===== config.mk =====
export PLATFORM = sky130hd
export DESIGN_NAME = i2c_baud_div
export DESIGN_NICKNAME = d
export VERILOG_FILES = /design/src/rtl/i2c_baud_pkg.sv /design/src/rtl/i2c_baud_reg.sv /design/src/rtl/i2c_lin_stage.sv /design/src/rtl/i2c_pow2_stage.sv /design/src/rtl/i2c_phase_seq.sv /design/src/rtl/i2c_baud_div.sv
export SDC_FILE = /design/constraint.sdc
export NUM_CORES = 1
export LEC_CHECK = 0
export BUFFER_PORTS_ARGS = -buffer_cell sky130_fd_sc_hd__buf_4
export CORE_UTILIZATION = 43
export CTS_BUF_LIST = sky130_fd_sc_hd__clkbuf_4
export DETAILED_ROUTE_END_ITERATION = 12
export SYNTH_ARGS = -nofsm -noshare
export SYNTH_HDL_FRONTEND = slang
export SYNTH_SLANG_ARGS = --single-unit

===== constraint.sdc =====
create_clock -name clk -period 3.4 [get_ports clk]
set_input_delay 1.02 -clock clk [delete_from_list [all_inputs] [get_ports clk]]
set_output_delay 1.02 -clock clk [all_outputs]
set_load 0.03 [all_outputs]

===== src/rtl/i2c_baud_pkg.sv =====
package i2c_baud_pkg;
  // Field widths of the rate setting
  localparam int BAUD_M_W = 4;
  localparam int BAUD_N_W = 3;
  localparam int BAUD_W   = 8;
  localparam int CFG_W    = BAUD_M_W + BAUD_N_W;
  // Exponent counter spans up to 2^(2^N_W) cycles
  localparam int POW_CW   = 1 << BAUD_N_W;

  typedef struct packed {
    logic [BAUD_M_W-1:0] m;
    logic [BAUD_N_W-1:0] n;
  } baud_cfg_t;

  function automatic baud_cfg_t cfg_from_word(logic [BAUD_W-1:0] w);
    baud_cfg_t c;
    c.m = w[BAUD_N_W +: BAUD_M_W];
    c.n = w[BAUD_N_W-1:0];
    return c;
  endfunction
endpackage


===== src/rtl/i2c_baud_reg.sv =====
module i2c_baud_reg
  import i2c_baud_pkg::*;
#(
  parameter logic [BAUD_W-1:0] RESET_VAL = 8'h44
) (
  input  logic              clk,
  input  logic              rst_n,
  input  logic              soft_rst,
  input  logic              we,
  input  logic [BAUD_W-1:0] wdata,
  output baud_cfg_t         cfg,
  output logic [BAUD_W-1:0] word_q,
  output logic              reload
);
  localparam baud_cfg_t CFG_RST = cfg_from_word(RESET_VAL);

  baud_cfg_t cfg_q;

  always_ff @(posedge clk or negedge rst_n) begin
    if (!rst_n)        cfg_q <= CFG_RST;
    else if (soft_rst) cfg_q <= CFG_RST;
    else if (we)       cfg_q <= cfg_from_word(wdata);
  end

  assign cfg    = cfg_q;
  assign word_q = {{(BAUD_W-CFG_W){1'b0}}, cfg_q};
  assign reload = soft_rst | we;
endmodule


===== src/rtl/i2c_lin_stage.sv =====
module i2c_lin_stage #(
  parameter int W = 4
) (
  input  logic         clk,
  input  logic         rst_n,
  input  logic         clr,
  input  logic [W-1:0] limit,
  output logic         tick
);
  logic [W-1:0] cnt_q;

  assign tick = (cnt_q == limit);

  always_ff @(posedge clk or negedge rst_n) begin
    if (!rst_n)    cnt_q <= '0;
    else if (clr)  cnt_q <= '0;
    else if (tick) cnt_q <= '0;
    else           cnt_q <= cnt_q + 1'b1;
  end
endmodule


===== src/rtl/i2c_pow2_stage.sv =====
module i2c_pow2_stage #(
  parameter int SEL_W = 3
) (
  input  logic             clk,
  input  logic             rst_n,
  input  logic             clr,
  input  logic             step,
  input  logic [SEL_W-1:0] sel,
  output logic             tick
);
  localparam int CW = 1 << SEL_W;

  logic [CW-1:0] cnt_q;
  logic [CW-1:0] term;

  // Terminal count 2^(sel+1)-1: bits 0..sel are set
  for (genvar k = 0; k < CW; k++) begin : g_term
    assign term[k] = (SEL_W'(k) <= sel);
  end

  assign tick = step && (cnt_q == term);

  always_ff @(posedge clk or negedge rst_n) begin
    if (!rst_n)    cnt_q <= '0;
    else if (clr)  cnt_q <= '0;
    else if (tick) cnt_q <= '0;
    else if (step) cnt_q <= cnt_q + 1'b1;
  end
endmodule


===== src/rtl/i2c_phase_seq.sv =====
module i2c_phase_seq #(
  parameter int TICKS = 10,
  parameter int LOW   = 5,
  localparam int PW   = $clog2(TICKS)
) (
  input  logic          clk,
  input  logic          rst_n,
  input  logic          clr,
  input  logic          step,
  output logic [PW-1:0] phase,
  output logic          high,
  output logic          wrap
);
  localparam logic [PW-1:0] LAST = PW'(TICKS - 1);
  localparam logic [PW-1:0] HIGH_AT = PW'(LOW);

  logic [PW-1:0] ph_q;

  assign wrap  = step && (ph_q == LAST);
  assign phase = ph_q;
  assign high  = (ph_q >= HIGH_AT);

  always_ff @(posedge clk or negedge rst_n) begin
    if (!rst_n)    ph_q <= '0;
    else if (clr)  ph_q <= '0;
    else if (wrap) ph_q <= '0;
    else if (step) ph_q <= ph_q + 1'b1;
  end
endmodule


===== src/rtl/i2c_baud_div.sv =====
module i2c_baud_div
  import i2c_baud_pkg::*;
#(
  parameter logic [7:0] RESET_BAUD = 8'h44,
  parameter int TICKS_PER_BIT      = 10,
  parameter int LOW_TICKS          = 5
) (
  input  logic       clk,
  input  logic       rst_n,
  input  logic       soft_rst,
  input  logic       baud_we,
  input  logic [7:0] baud_wdata,
  output logic [7:0] baud_q,
  output logic       sample_tick,
  output logic [3:0] phase_idx,
  output logic       scl_high,
  output logic       bit_tick
);
  baud_cfg_t cfg;
  logic      reload;
  logic      lin_tick;

  i2c_baud_reg #(.RESET_VAL(RESET_BAUD)) u_reg (
    .clk(clk), .rst_n(rst_n), .soft_rst(soft_rst),
    .we(baud_we), .wdata(baud_wdata),
    .cfg(cfg), .word_q(baud_q), .reload(reload)
  );

  i2c_lin_stage #(.W(BAUD_M_W)) u_lin (
    .clk(clk), .rst_n(rst_n), .clr(reload),
    .limit(cfg.m), .tick(lin_tick)
  );

  i2c_pow2_stage #(.SEL_W(BAUD_N_W)) u_pow (
    .clk(clk), .rst_n(rst_n), .clr(reload),
    .step(lin_tick), .sel(cfg.n), .tick(sample_tick)
  );

  i2c_phase_seq #(.TICKS(TICKS_PER_BIT), .LOW(LOW_TICKS)) u_phase (
    .clk(clk), .rst_n(rst_n), .clr(reload), .step(sample_tick),
    .phase(phase_idx), .high(scl_high), .wrap(bit_tick)
  );
endmodule


==> metrics.md <==
| Metric | Value |
|---|---|
| Leading area contributor after synthesis | `dfrtp_1` |
| Cells resized by post-CTS repair | `0` |
| Outcome | `completed` |
| Detailed-placement wirelength estimate | `between 2000 and 2500 um` |
| Crit path cell chain | `or4_1, nor3_2, o311ai_2, nor4_2, buf_4` |
| Netlist Area Pre-Place | `about 1400 um^2` |
| Non-filler instance count after layout | `approximately 200` |
| Share of layout cells above drive strength 1 | `0.263` |
| Final hold violations | `0` |
| Routability cong. | `around 0.78` |
| Final TNS setup | `0 ns` |
| CTS tree | `yes` |
| Hold path startpoint | `u_lin.cnt_q[0]` |
| Tightest Pin Transition | `~0.66 ns` |
| R2r setup slk | `between 1 and 1.5 ns` |
| R2r endpoint | `u_phase.phase[1]` |
| Avg WL per Cell | `13.4 um` |
| Number of buffers added on ports | `24` |
| Drt drc | `0` |
| Post-synth top area share | `0.377` |
| Sequential share of the synthesized area | `0.414` |
| Aggregate global-route resource usage | `0.181` |
| Hold Path Class | `reg -> reg` |
| Worst slack, placed | `slightly above 0.4 ns` |
| CP max stage delay | `0.56 ns` |
| Die Area | `3480 um^2` |
| Net Count, Synth | `~160` |
| Clock root buffer | `clkbuf_4` |
| DP Cell Count | `200` |
| PnR worst setup slack | `0.172 ns` |
| R2r startpoint | `u_reg.cfg[0]` |
| Fmax | `0.310 GHz` |
| Largest fanout on the critical path | `9` |
| Cell variety after synth | `44` |
| Via count | `approximately 1100` |
| Clk_skew | `roughly 0.015 ns` |
| CTS Buf Count | `3` |
| Power per cell area | `about 310 nW/um^2` |
| Vias in the first global route | `between 1000 and 1500` |
| Via/cell ratio | `roughly 5.4` |
| Final ANT Viol Nets | `0` |
| Iter 0 DRT Violations | `48` |
| First-pass GRT wire length | `4760 um` |
| Area contributors post-synth | `dfrtp_1, xor2_1, mux2i_1` |
| Mapped Cells | `about 140` |
| Register-to-Register Path Depth | `6` |
| Mean post-synth cell area | `10.1 um^2` |
| Lkg Pwr | `0.756 nW` |
| Initial core utilization | `0.453` |
| CTS Buffer Depth | `2` |
| Clk sinks | `23` |
| Worst path slowest cell | `or4_1` |
| Final setup violation count | `0` |
| Startpoint Class | `register` |
| Antenna cells | `0` |
| Initial antenna violation count | `0` |
| Worst hold stages | `1` |
| Max VDD drop | `approximately 0.24 mV` |
| Worst EP arrival | `2.21 ns` |
| Post-synth EDFFs | `0` |
| Total iterations of the first detailed-routing run | `4` |
| Ys flop type | `dfrtp_1` |
| Worst Setup Path Type | `reg -> out` |
| Yosys reg bits | `23` |
| Num rows | `20` |
| Rel. slew slack | `0.562` |
| WL final | `2740 um` |
| Area delta synth->final | `17.1%` |
| Unrepaired setup endpoints after global routing | `no` |
| Crit. End Element | `output port` |
| Core ar. | `3080 um^2` |
| Final Max Tran Viols | `0` |
| Cts hold-fix bufs | `0` |
| DIE WIDTH | `59.0 um` |
| Clock slew at reported path FFs | `between 0.1 and 0.15 ns` |
| Net count, final | `between 150 and 200` |
| Ys async rst share | `1.00` |
| Io pins | `27` |
| Worst Hold End | `u_lin.cnt_q[0]` |
| Syn. warnings | `0` |
| Gr ovfl total | `0` |
| Post-CTS Setup Inserts | `0` |
| Worst EP required | `roughly 2.4 ns` |
| CTS H-tree lvls | `1` |
| # fillers | `a little under 300` |
| Die Height | `approximately 59 um` |
| Tcrit/Tclk final | `0.949` |
| # Max-Cap Violations | `0` |
| Clock insertion delay at the later pin of the skew report | `roughly 0.31 ns` |
| Largest net degree at the start of global routing | `24` |
| Minimum clock period after layout | `around 3.2 ns` |
==> kinds of logic after synthesis <==
| logic type | after synthesis | synth area share |
|---|---|---|
| mux | 8 | 0.0574 |
| other cells | 1 | 0.00269 |
| compound gates | 16 | 0.0987 |
| simple gates | 57 | 0.239 |
| xor+xnor | 14 | 0.0879 |
| buf+inv | 14 | 0.0547 |
| fa+ha+maj | 5 | 0.0448 |
| flops | 23 | 0.414 |
==> routing by layer <==
layer,global-route usage,wire (um)
met5,0,0
met2,0.321,1370
met3,0.0462,68
met1,0.224,1280
met4,0.0306,19
==> flip-flops by register name, summed over array words and instances, names as in the netlist <==
register	count
u_lin.cnt_q	4
u_pow.cnt_q	8
u_reg.cfg	7
u_phase.phase	4
==> metrics by stage <==
stage	hold slack [ns]	total power [mW]	cell area, um^2	util
after CTS	0.523	0.505	1630	0.529
after floorplan	0.471	0.347	1400	-
after detailed placement	0.507	0.374	1600	0.519
after global placement	0.504	0.372	1600	0.519
final	0.522	0.501	1630	0.531
after global routing	0.570	0.528	1630	0.531
==> synth_stat cells, types with 2 or more instances <==
cell and count:
xnor2_1 4, buf_6 2, nor3_1 8, nor2b_1 3, dfrtp_1 21, mux2i_1 8, a211o_1 2, inv_1 6
a2111oi_0 2, xor2_1 10, and3_1 3, nand3_1 5, dfstp_2 2, nand4_1 5, ha_1 5, nor2_1 13
nand2b_1 2, buf_4 2, nand2_1 8, clkbuf_1 3
==> where the power goes <==
group	leakage (nW)	switching [mW]	internal, mW
logic	0.427	0.0446	0.0312
registers	0.310	0.0112	0.281
clock network	0.0184	0.0792	0.0538
==> critical path, delay by kind of cell (launching register included) <==
kind / cells / cell delay (ns)
AND/OR/NAND/NOR: 3 / 0.97
flip-flops: 1 / 0.49
AO/OA/AOI/OAI: 1 / 0.25
buffers and inverters: 1 / 0.20
==> worst max path at each step <==
stage	end	start	cells after the start
2_1_floorplan	bit_tick	u_reg.cfg[2]	5
3_3_place_gp	bit_tick	u_reg.cfg[2]	5
4_1_cts	bit_tick	u_reg.cfg[2]	5
5_1_grt	bit_tick	u_reg.cfg[2]	5
6_report	bit_tick	u_reg.cfg[0]	5
3_5_place_dp	bit_tick	u_reg.cfg[2]	5
==> layout by cell type (no fill, tap or decap), types with 2 or more instances in the layout <==
cell and instances:
ha_1 5, nor3_1 8, nor2_1 13, nand2_1 8, nand4_1 5, and3_1 3, nor2b_1 3, clkbuf_4 4
xnor2_1 4, a211o_1 2, xor2_1 10, inv_1 6, mux2i_1 8, buf_4 26, dfstp_2 2, nand3_1 5
dfrtp_1 21, nand2b_1 2
==> final cells by class <==
class,count,area (um^2),share of cell area
multi-input cells,101,753,0.461
clock buffers,4,30.0,0.0184
repair buffers,26,195,0.119
well taps,44,55.1,0.0337
flip-flops and latches,23,578,0.354
inverters,6,22.5,0.0138
Note: power is estimated with default switching activity, not from simulation.
